## config.mk

```make
export PLATFORM = sky130hd
export DESIGN_NAME = phy_access_bridge
export DESIGN_NICKNAME = d
export VERILOG_FILES = /design/src/rtl/phy_bridge_pkg.sv /design/src/rtl/phy_ctrl_reg.sv /design/src/rtl/phy_hs_fsm.sv /design/src/rtl/phy_dly_file.sv /design/src/rtl/phy_access_bridge.sv
export SDC_FILE = /design/constraint.sdc
export NUM_CORES = 1
export LEC_CHECK = 0
export BUFFER_PORTS_ARGS = -buffer_cell sky130_fd_sc_hd__buf_2
export CAP_MARGIN = 20
export CORE_MARGIN = 2
export CORE_UTILIZATION = 46
export CTS_CLUSTER_SIZE = 20
export DETAILED_ROUTE_END_ITERATION = 8
export PLACE_DENSITY = 0.73
export SYNTH_ARGS = -nofsm -noshare
export SYNTH_HDL_FRONTEND = slang
export SYNTH_HIERARCHICAL = 1
export SYNTH_SLANG_ARGS = --single-unit
export TNS_END_PERCENT = 10
```

## constraint.sdc

```tcl
create_clock -name clk -period 3.1 [get_ports clk]
set_input_delay 0.62 -clock clk [delete_from_list [all_inputs] [get_ports clk]]
set_output_delay 0.62 -clock clk [all_outputs]
set_load 0.03 [all_outputs]
```

## src/rtl/phy_bridge_pkg.sv

```systemverilog
package phy_bridge_pkg;

    localparam int FIELD_W   = 8;
    localparam int WORD_W    = 32;
    localparam int ADDR_LSB  = 0;
    localparam int WDATA_LSB = 8;
    localparam int RDATA_LSB = 16;
    localparam int WSTB_BIT  = 24;
    localparam int RSTB_BIT  = 25;
    localparam int ACK_BIT   = 26;

    typedef logic [FIELD_W-1:0] byte_t;

    typedef enum logic [1:0] {
        HS_IDLE = 2'd0,
        HS_WAIT = 2'd1,
        HS_DONE = 2'd2
    } hs_state_e;

    // Host-owned portion of the control word
    typedef struct packed {
        logic  rd_stb;
        logic  wr_stb;
        byte_t wdata;
        byte_t addr;
    } ctrl_t;

    // One PHY-side access, valid for a single cycle
    typedef struct packed {
        logic  valid;
        logic  is_write;
        byte_t addr;
        byte_t wdata;
    } phy_op_t;

    // Addresses backed by real delay storage
    function automatic logic addr_defined(input byte_t a);
        return (a <= 8'h08) || ((a >= 8'h0B) && (a <= 8'h0D));
    endfunction

endpackage

```

## src/rtl/phy_ctrl_reg.sv

```systemverilog
module phy_ctrl_reg
    import phy_bridge_pkg::*;
(
    input  logic              clk,
    input  logic              rst,
    input  logic              wr_en,
    input  logic [WORD_W-1:0] wdata,
    output ctrl_t             ctrl
);

    // Read-only and reserved bits of the host word are dropped here
    logic unused_ro_bits;
    assign unused_ro_bits = ^{wdata[WORD_W-1:ACK_BIT], wdata[RDATA_LSB +: FIELD_W]};

    always_ff @(posedge clk) begin
        if (rst) begin
            ctrl <= '0;
        end else if (wr_en) begin
            ctrl.addr   <= wdata[ADDR_LSB  +: FIELD_W];
            ctrl.wdata  <= wdata[WDATA_LSB +: FIELD_W];
            ctrl.wr_stb <= wdata[WSTB_BIT];
            ctrl.rd_stb <= wdata[RSTB_BIT];
        end
    end

endmodule

```

## src/rtl/phy_hs_fsm.sv

```systemverilog
module phy_hs_fsm
    import phy_bridge_pkg::*;
#(
    parameter int ACK_DELAY = 4
)(
    input  logic    clk,
    input  logic    rst,
    input  ctrl_t   ctrl,
    output logic    ack,
    output phy_op_t op
);

    localparam int EFF_DELAY = (ACK_DELAY < 2) ? 2 : ACK_DELAY;
    localparam int CNT_W     = $clog2(EFF_DELAY + 1);

    hs_state_e        state;
    logic [CNT_W-1:0] cnt;
    logic             req;
    logic             fire;

    assign req  = ctrl.wr_stb | ctrl.rd_stb;
    assign fire = (state == HS_WAIT) && req && (cnt == CNT_W'(EFF_DELAY - 1));

    // The write strobe wins when both are set
    always_comb begin
        op.valid    = fire;
        op.is_write = ctrl.wr_stb;
        op.addr     = ctrl.addr;
        op.wdata    = ctrl.wdata;
    end

    always_ff @(posedge clk) begin
        if (rst) begin
            state <= HS_IDLE;
            cnt   <= '0;
            ack   <= 1'b0;
        end else begin
            case (state)
                HS_IDLE: begin
                    if (req) begin
                        state <= HS_WAIT;
                        cnt   <= CNT_W'(1);
                    end
                end
                HS_WAIT: begin
                    if (!req) begin
                        state <= HS_IDLE;
                        cnt   <= '0;
                    end else if (fire) begin
                        state <= HS_DONE;
                        ack   <= 1'b1;
                    end else begin
                        cnt <= cnt + CNT_W'(1);
                    end
                end
                HS_DONE: begin
                    if (!req) begin
                        state <= HS_IDLE;
                        ack   <= 1'b0;
                        cnt   <= '0;
                    end
                end
                default: begin
                    state <= HS_IDLE;
                    ack   <= 1'b0;
                    cnt   <= '0;
                end
            endcase
        end
    end

endmodule

```

## src/rtl/phy_dly_file.sv

```systemverilog
module phy_dly_file
    import phy_bridge_pkg::*;
#(
    parameter int NUM_ENTRIES = 16
)(
    input  logic                         clk,
    input  logic                         rst,
    input  phy_op_t                      op,
    output byte_t                        rd_val,
    output logic [NUM_ENTRIES*FIELD_W-1:0] dly_flat
);

    genvar gi;
    generate
        for (gi = 0; gi < NUM_ENTRIES; gi++) begin : g_slot
            if (addr_defined(FIELD_W'(gi))) begin : g_real
                byte_t slot_q;
                always_ff @(posedge clk) begin
                    if (rst) begin
                        slot_q <= '0;
                    end else if (op.valid && op.is_write && (op.addr == FIELD_W'(gi))) begin
                        slot_q <= op.wdata;
                    end
                end
                assign dly_flat[gi*FIELD_W +: FIELD_W] = slot_q;
            end else begin : g_hole
                assign dly_flat[gi*FIELD_W +: FIELD_W] = '0;
            end
        end
    endgenerate

    // Holes read as zero because their slices are tied low; out-of-range misses
    always_comb begin
        rd_val = '0;
        for (int i = 0; i < NUM_ENTRIES; i++) begin
            if (op.addr == FIELD_W'(i)) begin
                rd_val = dly_flat[i*FIELD_W +: FIELD_W];
            end
        end
    end

endmodule

```

## src/rtl/phy_access_bridge.sv

```systemverilog
module phy_access_bridge
    import phy_bridge_pkg::*;
#(
    parameter int ACK_DELAY   = 4,
    parameter int NUM_ENTRIES = 16
)(
    input  logic                           clk,
    input  logic                           rst,
    input  logic                           reg_wr_en,
    input  logic [31:0]                    reg_wdata,
    output logic [31:0]                    reg_rdata,
    output logic [NUM_ENTRIES*8-1:0]       dly_flat
);

    ctrl_t   ctrl;
    phy_op_t op;
    logic    ack;
    byte_t   rd_val;
    byte_t   rd_field_q;

    phy_ctrl_reg u_ctrl (
        .clk   (clk),
        .rst   (rst),
        .wr_en (reg_wr_en),
        .wdata (reg_wdata),
        .ctrl  (ctrl)
    );

    phy_hs_fsm #(.ACK_DELAY(ACK_DELAY)) u_fsm (
        .clk  (clk),
        .rst  (rst),
        .ctrl (ctrl),
        .ack  (ack),
        .op   (op)
    );

    phy_dly_file #(.NUM_ENTRIES(NUM_ENTRIES)) u_file (
        .clk      (clk),
        .rst      (rst),
        .op       (op),
        .rd_val   (rd_val),
        .dly_flat (dly_flat)
    );

    // Read-data field captures only on a completed read
    always_ff @(posedge clk) begin
        if (rst) begin
            rd_field_q <= '0;
        end else if (op.valid && !op.is_write) begin
            rd_field_q <= rd_val;
        end
    end

    always_comb begin
        reg_rdata                              = '0;
        reg_rdata[ADDR_LSB  +: FIELD_W]        = ctrl.addr;
        reg_rdata[WDATA_LSB +: FIELD_W]        = ctrl.wdata;
        reg_rdata[RDATA_LSB +: FIELD_W]        = rd_field_q;
        reg_rdata[WSTB_BIT]                    = ctrl.wr_stb;
        reg_rdata[RSTB_BIT]                    = ctrl.rd_stb;
        reg_rdata[ACK_BIT]                     = ack;
    end

endmodule

```

* After elaboration in Yosys (flattened, before gate mapping) *
Index checks and enable logic that the tools add are counted.

operators by class
  mux-type cells = 30
  reduce and logical (&&, ||, !) cells = 22
  bitwise operators = 2
  equal/unequal tests = 24
  add/subtract/negate cells = 1

operators with widths
  operator                                               count
  two-way mux 8 bit                                      16
  equality test 8 x 4 -> 1 bit, second input constant    8
  equality test 8 x 3 -> 1 bit, second input constant    4
  equality test 8 x 2 -> 1 bit, second input constant    2
  logical AND 1 bit                                      16
  two-way mux 3 bit                                      4
  case mux 3 bit (3 select lines)                        1
  equality test 8 x 1 -> 1 bit, second input constant    1
  logical NOT 8 bit                                      1
  two-way mux 2 bit                                      4
  inequality test 2 x 1 -> 1 bit, second input constant  3
  inequality test 3 bit, second input constant           2
  case mux 2 bit (3 select lines)                        1
  AND reduction 3 bit                                    2
  AND reduction 4 bit                                    1
  adder 3 x 1 -> 3 bit, second input constant            1
  equality test 3 x 2 -> 1 bit, second input constant    1
  two-way mux 1 bit                                      3
  case mux 1 bit (3 select lines)                        1
  equality test 2 x 1 -> 1 bit, second input constant    1
  equality test 2 bit, second input constant             1
  logical NOT 2 bit                                      1
  inequality test 2 bit, second input constant           1
  logical NOT 1 bit                                      1
  other kinds (2)                                        2

word-level totals
  bits in registers = 128
  input port bits = 35
  output and inout port bits = 160

* Logic depth before layout (Yosys ltp) *
Gate-level depths: netlist of the first run.

  word-level depth = 17
  gate-level depth with buffers = 11
  mapped depth without buffers = 9

* By module *
Netlist of the first run, hierarchy kept.

modules (own cells, without submodules)
  module             cells an instance  seq. area each (µm²)  area an instance (µm²)  times used
  phy_dly_file       557                1921.8                4839.6                  1
  phy_ctrl_reg       58                 360.3                 649.4                   1
  phy_hs_fsm         56                 120.1                 501.7                   1
  phy_access_bridge  41                 160.2                 407.9                   1

* Worst setup path after synthesis of the first run *
No wires, ideal clock.

  path type = register -> register
  from = register u_fsm.cnt[0]
  to = register u_file.g_slot[2].g_real.slot_q[0]
  setup time = 0.128 ns
  slack = 0.662 ns
  stages on the path, launching flop included = 11
  arrival = 2.311 ns
  path buffers = 1
  cell sequence = dfxtp_1 -> ha_1 -> ha_1 -> and2_1 -> nor3b_2 -> buf_4 -> nand2_1 -> nor2_1 -> nand3_2 -> mux2i_1 -> nor2_1

on the way
  cells in the longest elaborated chain, start to end = 4

ends and longest elaborated chain
  what                            RTL line            source
  start, declared                 phy_hs_fsm.sv:17    logic [CNT_W-1:0] cnt;
  start signal, assigned          phy_hs_fsm.sv:53    cnt <= cnt + CNT_W'(1);
  equality test 3 x 2 -> 1 bit    phy_hs_fsm.sv:22    assign fire = (state == HS_WAIT) && req && (cnt == CNT_W'(EFF_DELAY - 1));
  logical AND 1 bit               phy_hs_fsm.sv:22
  via u_fsm.fire                  phy_hs_fsm.sv:19    logic fire;
  logical AND 1 bit (2 in a row)  phy_dly_file.sv:21  end else if (op.valid && op.is_write && (op.addr == FIELD_W'(gi))) begin
  end signal, assigned            phy_dly_file.sv:22  slot_q <= op.wdata;
  end, declared                   phy_dly_file.sv:17  byte_t slot_q;

The timed path passes the listed nets, and every way through them passes these cells.
A chain may end at the register's enable or synchronous reset.

==> out/results.ini, run 1 <==
[sta]
tightest_slew_ps = 822.5
setup_viol = 0
fin_skew_ps = 6.401
fin_crit_ps = 2721
setup-tns-final_ps = 0
max_slew_margin = 0.4509
max_clock_freq_mhz = 367.5
hold_violations = 0
rsz0062_at_grt = no
drv_slew = 0
post-route-period-util = 0.8778

[floorplanning]
die_w_um = 121.9
dieArea_um2 = 14870
initial_core_util = 0.4664
top_level_ports = 195
row_count = 43
die_y_um = 121.9
core_area_um2 = 13720

[layout]
nets = 861
antenna_cells = 0
area_growth_pct = 18.60
drive_gt1_frac = 0.2724

[global_routing]
antenna_found_initial = 0
globalRoute.totalOverflow = 0
grt_pass1_wl_um = 27260
grt_usage = 0.2416
grt_pass1_vias = 4978
grt_max_degree = 76

[drt]
num_vias = 5553
wire_per_inst_um = 17.62
dr.first_iter.drc_count = 609
drt_wl_total_um = 17920
drtPass1Iterations = 6
avgViaCountPerCell = 5.460
ant_nets = 0
drc_errors = 0

[placed_design]
port_buffers = 143
post-dp-hpwl_um = 12380
gp_congestion = 0.8802

[clocking]
cts_hold_buf = 0
cts_tree = done
clock_latency_ps = 420
clk_pin_slew_ps = 60
clk_path_buf_depth = 2
cts.sinks = 128
cts-buffers-inserted = 17
post_cts_buffers = 0
htreeDepth = 4
clockRootBuffer = clkbuf_16
post_cts_resized = 0

[setup_path]
worstPathRequired_ps = 3380
critical_path.endpoint_type = flip-flop
rrSetupSlack_ps = 380
rr_worst_depth = 10
worstSetupPathType = flip-flop to flip-flop
worstPathArrival_ps = 3000
reg2reg_from = u_fsm/cnt[0]
cp-start-kind = flip-flop
worstReg2RegEnd = u_file/g_slot[0].g_real.slot_q[6]
worstPathMaxFanout = 20

[power_and_ir_drop]
max-vdd-ir-drop_mv = 0.3080
p_per_area_nw_per_um2 = 547.8
fin_total_pwr_uw = 4157
leakagePower_uw = 0.003291

[hold_path]
whs_endpoint = u_ctrl/ctrl[4]
whs_path_depth = 3
hp-start = reg_wdata[4]
hold_path.class = input pin to flip-flop

[synth]
yosysWarnings = 6
ys_ff_latch = 128
seq_area_frac_synth = 0.4005
avgSynthCellArea_um2 = 8.987
synth_edf_count = 0
syn_inst = 712
synth-async-reset-ratio = 0
ys.flop_type = dfxtp_1
synth_area_um2 = 6399
yosysUniqueCellTypes = 65

[status]
status = completed

[flow_run]
cap_violations = 0

==> placed cells by master (no fill, tap or decap), types with 2 or more instances in the layout <==
cell type	count
nand4bb_1	8
clkbuf_8	2
bufinv_16	4
o21ai_1	9
nand4_1	5
nor2_2	2
dfxtp_1	127
nand2_1	63
mux2_2	7
inv_1	5
o21ai_0	11
buf_2	142
o211ai_1	2
nor2b_1	5
nor2_4	2
o2bb2ai_1	3
nor2_1	83
o21bai_1	6
nor3_4	2
a21oi_1	52
nand2b_1	11
nand3_1	44
mux2i_1	82
conb_1	37
clkinv_2	5
o22ai_1	6
clkbuf_16	17
mux4_2	7
a22oi_1	16
and2_1	4
ha_1	2
clkbuf_1	2
buf_4	20
nor3_1	2
a221o_1	7
or2_2	2
==> metal layers <==
metal	wire length, um	share of wire	up-vias	global-route usage
met3	1392	0.078	34	0.06929
met1	7748	0.43	2643	0.3226
met2	8367	0.47	245	0.3747
li1	-	-	2631	-
met5	0	0	-	0
met4	408	0.023	0	0.08405
==> power by group <==
part	internal [uW]	switching (uW)	total (uW)
clock	1380	723	2100
sequential	1660	45.6	1710
combinational	103	242	345
total	3150	1010	4160
==> sequential cells by signal (all words and copies together) (netlist names) <==
signal                       count
u_fsm/cnt                        3
u_fsm/ack                        1
u_ctrl/ctrl                     18
u_file/g_slot.g_real.slot_q     96
u_fsm/state                      2
rd_field_q                       8
==> worst max path at each step <==
stage / startpoint / end / slack [ps]
after detailed placement: u_fsm/cnt[0] / u_file/g_slot[8].g_real.slot_q[3] / 420
after CTS: u_fsm/cnt[0] / u_file/g_slot[8].g_real.slot_q[0] / 400
after global placement: u_fsm/cnt[0] / u_file/g_slot[11].g_real.slot_q[7] / 450
final: u_fsm/cnt[0] / u_file/g_slot[0].g_real.slot_q[6] / 380
after floorplan: u_fsm/cnt[0] / u_file/g_slot[2].g_real.slot_q[0] / 660
after global routing: u_fsm/cnt[0] / u_file/g_slot[0].g_real.slot_q[7] / 130
==> worst max-delay path: stages (launching register included) <==
cell	delay [ps]
dfxtp_1	400
ha_1	180
ha_1	240
and2_1	190
nor3b_2	440
nand2_1	250
nor2_1	140
buf_4	260
nand2_1	260
nand2_1	140
a21oi_1	70
==> cells in the mapped netlist (all sizes together), types with 6 or more instances <==
master	count	area, um2
clkbuf	32	121.4
dfxtp	128	2562
mux4	7	157.7
o21bai	6	45.04
mux2i	82	820.8
a221o	7	70.07
a22oi	16	120.1
nand4	6	52.55
mux2	7	78.83
o22ai	6	37.54
nor2	87	346.6
a21oi	52	260.3
o21ai	21	108.9
nand4bb	8	90.09
nand3	45	230.2
nand2b	11	68.82
buf	73	549.3
nand2	64	242.7
==> kinds of logic after synthesis <==
family	synth area share
and+or+nand+nor	0.2006
AOI/OAI and AO/OA	0.1189
xor gates and xnor gates	0.001369
DFF	0.4005
buffers and inverters	0.1083
muxes	0.1652
adders and majority gates	0.003910
other	0.001174
==> area by class of cell <==
class                   count  area (um2)
clock buffers              21       460.4
clock inverters            11       161.4
fillers                  1280        6131
inverters                   6       22.52
multi-input cells         508        3274
flip-flops and latches    128        2564
well taps                 180       225.2
repair buffers            163       880.8
==> metrics by stage <==
step             util  worst slack, ps  cell area [um2]  hold WS (ps)  instances
2_1_floorplan       -            661.7             6530         461.6        747
3_3_place_gp   0.5078            445.0             6967         449.5        985
3_5_place_dp   0.5078            417.5             6967         453.8        985
4_1_cts        0.5531            404.6             7589         427.1       1017
5_1_grt        0.5531            133.6             7589         439.3       1017
6_report       0.5531            378.7             7589         439.3       1017
Note: power is estimated with default switching activity, not from simulation.
==> inputs of run 2 (changes only) <==
Settings changed: CELL_PAD_IN_SITES_DETAIL_PLACEMENT set to 0, CELL_PAD_IN_SITES_GLOBAL_PLACEMENT set to 1, CORE_UTILIZATION 46 to 38, PLACE_DENSITY 0.73 to unset, PLACE_DENSITY_LB_ADDON set to 0.1.
==> run 2 against run 1 <==
Compared with the run above: utilization is 9.1 points lower; setup slack better by 55 ps; non-clock buffer count grew 5; sequential share of layout area down 0.23 points; clock power is 9% lower; flip-flop and latch count unchanged; highest routed layer unchanged.
==> out/results.ini, run 2 (synthesized netlist as in run 1, its figures left out) <==
[status]
status = completed

[clocking]
clk_pin_slew_ps = 60
clock_latency_ps = 410
post_cts_resized = 0
cts.sinks = 128
cts-buffers-inserted = 17
clk_path_buf_depth = 2
cts_hold_buf = 0
post_cts_buffers = 0
htreeDepth = 4
cts_tree = done
clockRootBuffer = clkbuf_16

[hold_path]
whs_path_depth = 3
hold_path.class = input pin to flip-flop
hp-start = reg_wdata[5]

[power_and_ir_drop]
p_per_area_nw_per_um2 = 521.4
fin_total_pwr_uw = 3983
leakagePower_uw = 0.003286
max-vdd-ir-drop_mv = 0.3399

[setup_path]
crit_end = u_file/g_slot[2].g_real.slot_q[6]
crit_buf_inv = 1
worstReg2RegEnd = u_file/g_slot[2].g_real.slot_q[6]
crit_slowest_cell = dfxtp_1
rr_worst_depth = 10
cp_top_family = simple AND/OR/NAND/NOR gates
worstPathRequired_ps = 3390
reg2reg_from = u_fsm/cnt[0]
critical_path.endpoint_type = flip-flop
cp_num_cells = 10
worstPathMaxFanout = 14
slowest_delay_ps = 400
rrSetupSlack_ps = 430
startpoint = u_fsm/cnt[0]
worstPathArrival_ps = 2960
worstSetupPathType = flip-flop to flip-flop
critical_path.cell_chain = ha_1 > ha_1 > and2_1 > nor3b_2 > buf_4 > nand2_1 > nor2_1 > nand3_2 > mux2i_1 > nor2_1
cp-start-kind = flip-flop

[drt]
drc_errors = 0
dr.first_iter.drc_count = 315
avgViaCountPerCell = 5.131
drt_wl_total_um = 19590
drtPass1Iterations = 5
num_vias = 5449
wire_per_inst_um = 18.44
ant_nets = 0

[layout]
largest_reg_flops = 96
fillCellCount = 1632
drive_gt1_frac = 0.2755
final_common_cell = buf_2
nets = 866
regMostFlops = u_file/g_slot.g_real.slot_q
antenna_cells = 0
layout_common_cells = buf_2, dfxtp_1, nor2_1
reg_top3 = u_file/g_slot.g_real.slot_q: 96 flops, u_ctrl/ctrl: 18 flops, rd_field_q: 8 flops
area_growth_pct = 19.40

[floorplanning]
die_y_um = 133.8
die_w_um = 133.8
initial_core_util = 0.3872
row_count = 47
dieArea_um2 = 17890
core_area_um2 = 16520
top_level_ports = 195

[global_routing]
antenna_found_initial = 0
grt_pass1_wl_um = 30100
grt_pass1_vias = 5287
grt_max_degree = 67
grt_usage = 0.2184
globalRoute.totalOverflow = 0

[sta]
max_slew_margin = 0.5130
hold_violations = 0
max_clock_freq_mhz = 375.0
post-route-period-util = 0.8601
fin_skew_ps = 6.274
setup-tns-final_ps = 0
setup_ws_ps = 433.6
setup_viol = 0
tightest_slew_ps = 725.1
fin_crit_ps = 2666
drv_slew = 0
rsz0062_at_grt = no
holdWs_ps = 441.8

[placed_design]
place_ws_ps = 383.1
port_buffers = 143
post-dp-hpwl_um = 13910
gp_congestion = 0.8139

[flow_run]
cap_violations = 0

-- run 2: cell count changes in the layout (fill, tap and decap cells not counted), sizes merged --
cell | previous run | this run
buf | 163 | 168
clkinvlp | 1 | 4
bufinv | 4 | 2
clkinv | 7 | 6
-- run 2: cell type report --
cell class                 instances  area [um2]  area share
clock inverter                    11       115.1     0.01507
sequential                       128        2564      0.3356
tap                              220       275.3     0.03603
multi-input combinational        508        3274      0.4286
timing repair buffer             168       938.4      0.1228
inverter                           6       22.52    0.002948
clock buffer                      21       450.4     0.05896
-- run 2: through the flow --
step	std cells	util	instance area, um2
2_1_floorplan	747	-	6530
3_3_place_gp	1029	0.4264	7047
3_5_place_dp	1029	0.4264	7047
4_1_cts	1061	0.4607	7612
5_1_grt	1062	0.4623	7640
6_report	1062	0.4623	7640
-- run 2: worst reg2reg max path: stages (launching register included) --
cell	delay (ps)
dfxtp_1	400
ha_1	180
ha_1	230
and2_1	200
nor3b_2	170
buf_4	230
nand2_1	180
nor2_1	290
nand3_2	330
mux2i_1	270
nor2_1	50
-- run 2: worst min path at each step --
stage | end | slack, ps
floorplan | u_fsm/cnt[2] | 460
global placement | rd_field_q[7] | 460
detailed placement | rd_field_q[1] | 460
CTS | u_ctrl/ctrl[14] | 430
global route | u_ctrl/ctrl[14] | 430
finish | u_ctrl/ctrl[5] | 440
-- run 2: metal layers --
metal | part of all wire | vias to the layer above | global-route usage | wire length [um]
li1 | - | 2637 | - | -
met1 | 0.45 | 2616 | 0.2915 | 8856
met2 | 0.48 | 184 | 0.3541 | 9385
met3 | 0.062 | 12 | 0.05518 | 1211
met5 | 0 | - | 0 | 0
met4 | 0.0068 | 0 | 0.05437 | 133
-- run 2: power breakdown --
group / internal [uW] / total [uW] / switching [uW] / leakage, uW
Combinational: 108 / 367 / 259 / 0.00198
Sequential: 1660 / 1700 / 36.1 / 0.00103
Clock: 1200 / 1920 / 722 / 0.000269
Total: 2970 / 3980 / 1020 / 0.00329
==> inputs of run 3 (changes only) <==
Settings changed: PLACE_DENSITY set to 0.84, PLACE_DENSITY_LB_ADDON 0.1 to unset.
==> run 3 against run 2 <==
Compared with the run above: largest power group unchanged; combinational power is 4% lower; die area unchanged; fmax shrank 8.0%; first-iteration DRC count is 14% higher; global-route usage is 1.1 points lower; clock-buffer cell count unchanged.
==> out/results.ini, run 3 (synthesized netlist as in run 1, its figures left out) <==
[status]
status = completed

[hold_path]
hp-start = reg_wdata[4]
whs_endpoint = u_ctrl/ctrl[4]
hold_path.class = input pin to flip-flop
whs_path_depth = 3

[sta]
max_clock_freq_mhz = 345.0
post-route-period-util = 0.9351
rsz0062_at_grt = no
fin_skew_ps = 6.167
tightest_slew_ps = 728.8
hold_violations = 0
setup_viol = 0
drv_slew = 0
max_slew_margin = 0.5135
setup-tns-final_ps = 0
fin_crit_ps = 2899

[drt]
wire_per_inst_um = 17.64
avgViaCountPerCell = 5.170
drt_wl_total_um = 18630
drc_errors = 0
dr.first_iter.drc_count = 359
drtPass1Iterations = 5
num_vias = 5459
ant_nets = 0

[setup_path]
worstPathMaxFanout = 8
worstReg2RegEnd = u_file/g_slot[2].g_real.slot_q[0]
rr_worst_depth = 9
crit_slowest_cell = nor3b_2
worstSetupPathType = flip-flop to flip-flop
cp_top_family = simple AND/OR/NAND/NOR gates
critical_path.endpoint_type = flip-flop
crit_buf_inv = 0
worstPathRequired_ps = 3400
reg2reg_from = u_fsm/cnt[0]
cp-start-kind = flip-flop
critical_path.cell_chain = ha_1 > ha_1 > and2_1 > nor3b_2 > nand2_1 > nor2_1 > nand3_2 > mux2i_1 > nor2_1
slowest_delay_ps = 510
worstPathArrival_ps = 3200
rrSetupSlack_ps = 200

[placed_design]
placedCellCount = 1024
gp_congestion = 0.8294
post-dp-hpwl_um = 13130
port_buffers = 143

[clocking]
htreeDepth = 4
cts.sinks = 128
post_cts_buffers = 0
clk_path_buf_depth = 2
post_cts_resized = 0
cts_tree = done
clock_latency_ps = 420
cts_hold_buf = 0
cts-buffers-inserted = 17
clk_pin_slew_ps = 60
clockRootBuffer = clkbuf_16

[layout]
regMostFlops = u_file/g_slot.g_real.slot_q
layout_common_cells = buf_2, dfxtp_1, nor2_1
nets = 860
final_common_cell = buf_2
reg_top3 = u_file/g_slot.g_real.slot_q: 96 flops, u_ctrl/ctrl: 18 flops, rd_field_q: 8 flops
drive_gt1_frac = 0.2715
area_growth_pct = 19.83
finalNonFillerCells = 1056
antenna_cells = 0
largest_reg_flops = 96

[power_and_ir_drop]
p_per_area_nw_per_um2 = 552.6
leakagePower_uw = 0.003294
max-vdd-ir-drop_mv = 0.3690
fin_total_pwr_uw = 4237

[global_routing]
antenna_found_initial = 0
grt_usage = 0.2079
grt_pass1_wl_um = 28680
globalRoute.totalOverflow = 0
grt_pass1_vias = 5015
grt_max_degree = 60

[floorplanning]
die_w_um = 133.8
top_level_ports = 195
core_area_um2 = 16520
die_y_um = 133.8
dieArea_um2 = 17890
initial_core_util = 0.3872
row_count = 47

[flow_run]
cap_violations = 0

## run 3: cell types whose count changed in the layout (fill, tap and decap cells not counted)
cell,previous run,this run
clkinvlp_4,4,2
clkbuf_1,3,2
buf_4,24,18
buf_12,1,2
clkbuf_8,1,2
clkinv_2,5,4
buf_16,1,0
bufinv_16,2,5
## run 3: layout make-up
class	count	area (um2)
tap	220	275.3
clock inverter	11	185.2
multi-input combinational	508	3274
timing repair buffer	162	885.9
inverter	6	22.52
clock buffer	21	460.4
sequential	128	2564
fill	1660	8857
## run 3: how the worst max path moves through the flow
| stage | start | endpoint | cells after the start |
|---|---|---|---|
| 2_1_floorplan | u_fsm/cnt[0] | u_file/g_slot[2].g_real.slot_q[0] | 10 |
| 3_3_place_gp | u_fsm/cnt[0] | u_file/g_slot[2].g_real.slot_q[5] | 9 |
| 3_5_place_dp | u_fsm/cnt[0] | u_file/g_slot[2].g_real.slot_q[0] | 9 |
| 4_1_cts | u_fsm/cnt[0] | u_file/g_slot[2].g_real.slot_q[4] | 9 |
| 5_1_grt | u_fsm/cnt[0] | u_file/g_slot[2].g_real.slot_q[3] | 9 |
| 6_report | u_fsm/cnt[0] | u_file/g_slot[2].g_real.slot_q[0] | 9 |
## run 3: power breakdown
part / total (uW) / switching (uW) / internal, uW / leakage, uW
Sequential: 1700 / 40.0 / 1660 / 0.00103
Clock: 2180 / 720 / 1460 / 0.000313
Combinational: 351 / 250 / 101 / 0.00195
## run 3: metal layers
layer / GRT usage / vias up / share of wire
li1: - / 2622 / -
met1: 0.2846 / 2622 / 0.45
met2: 0.3239 / 195 / 0.46
met3: 0.05441 / 20 / 0.070
met4: 0.05792 / 0 / 0.014
met5: 0 / - / 0
## run 3: tightest hold or removal path, delay by kind of cell
kind          cells  cell delay, ps
buf+inv           1              70
mux               1              50
simple gates      1              70
## run 3: per-stage QoR
stage                     hold slack [ps]  instance area, um2  setup WS, ps  utilization
after global placement              454.0                7022         257.0       0.4249
after floorplan                     461.6                6530         661.7            -
after CTS                           424.5                7667         194.1       0.4640
final                               438.8                7667         201.2       0.4640
after global routing                432.5                7667         5.082       0.4640
after detailed placement            458.4                7022         222.8       0.4249
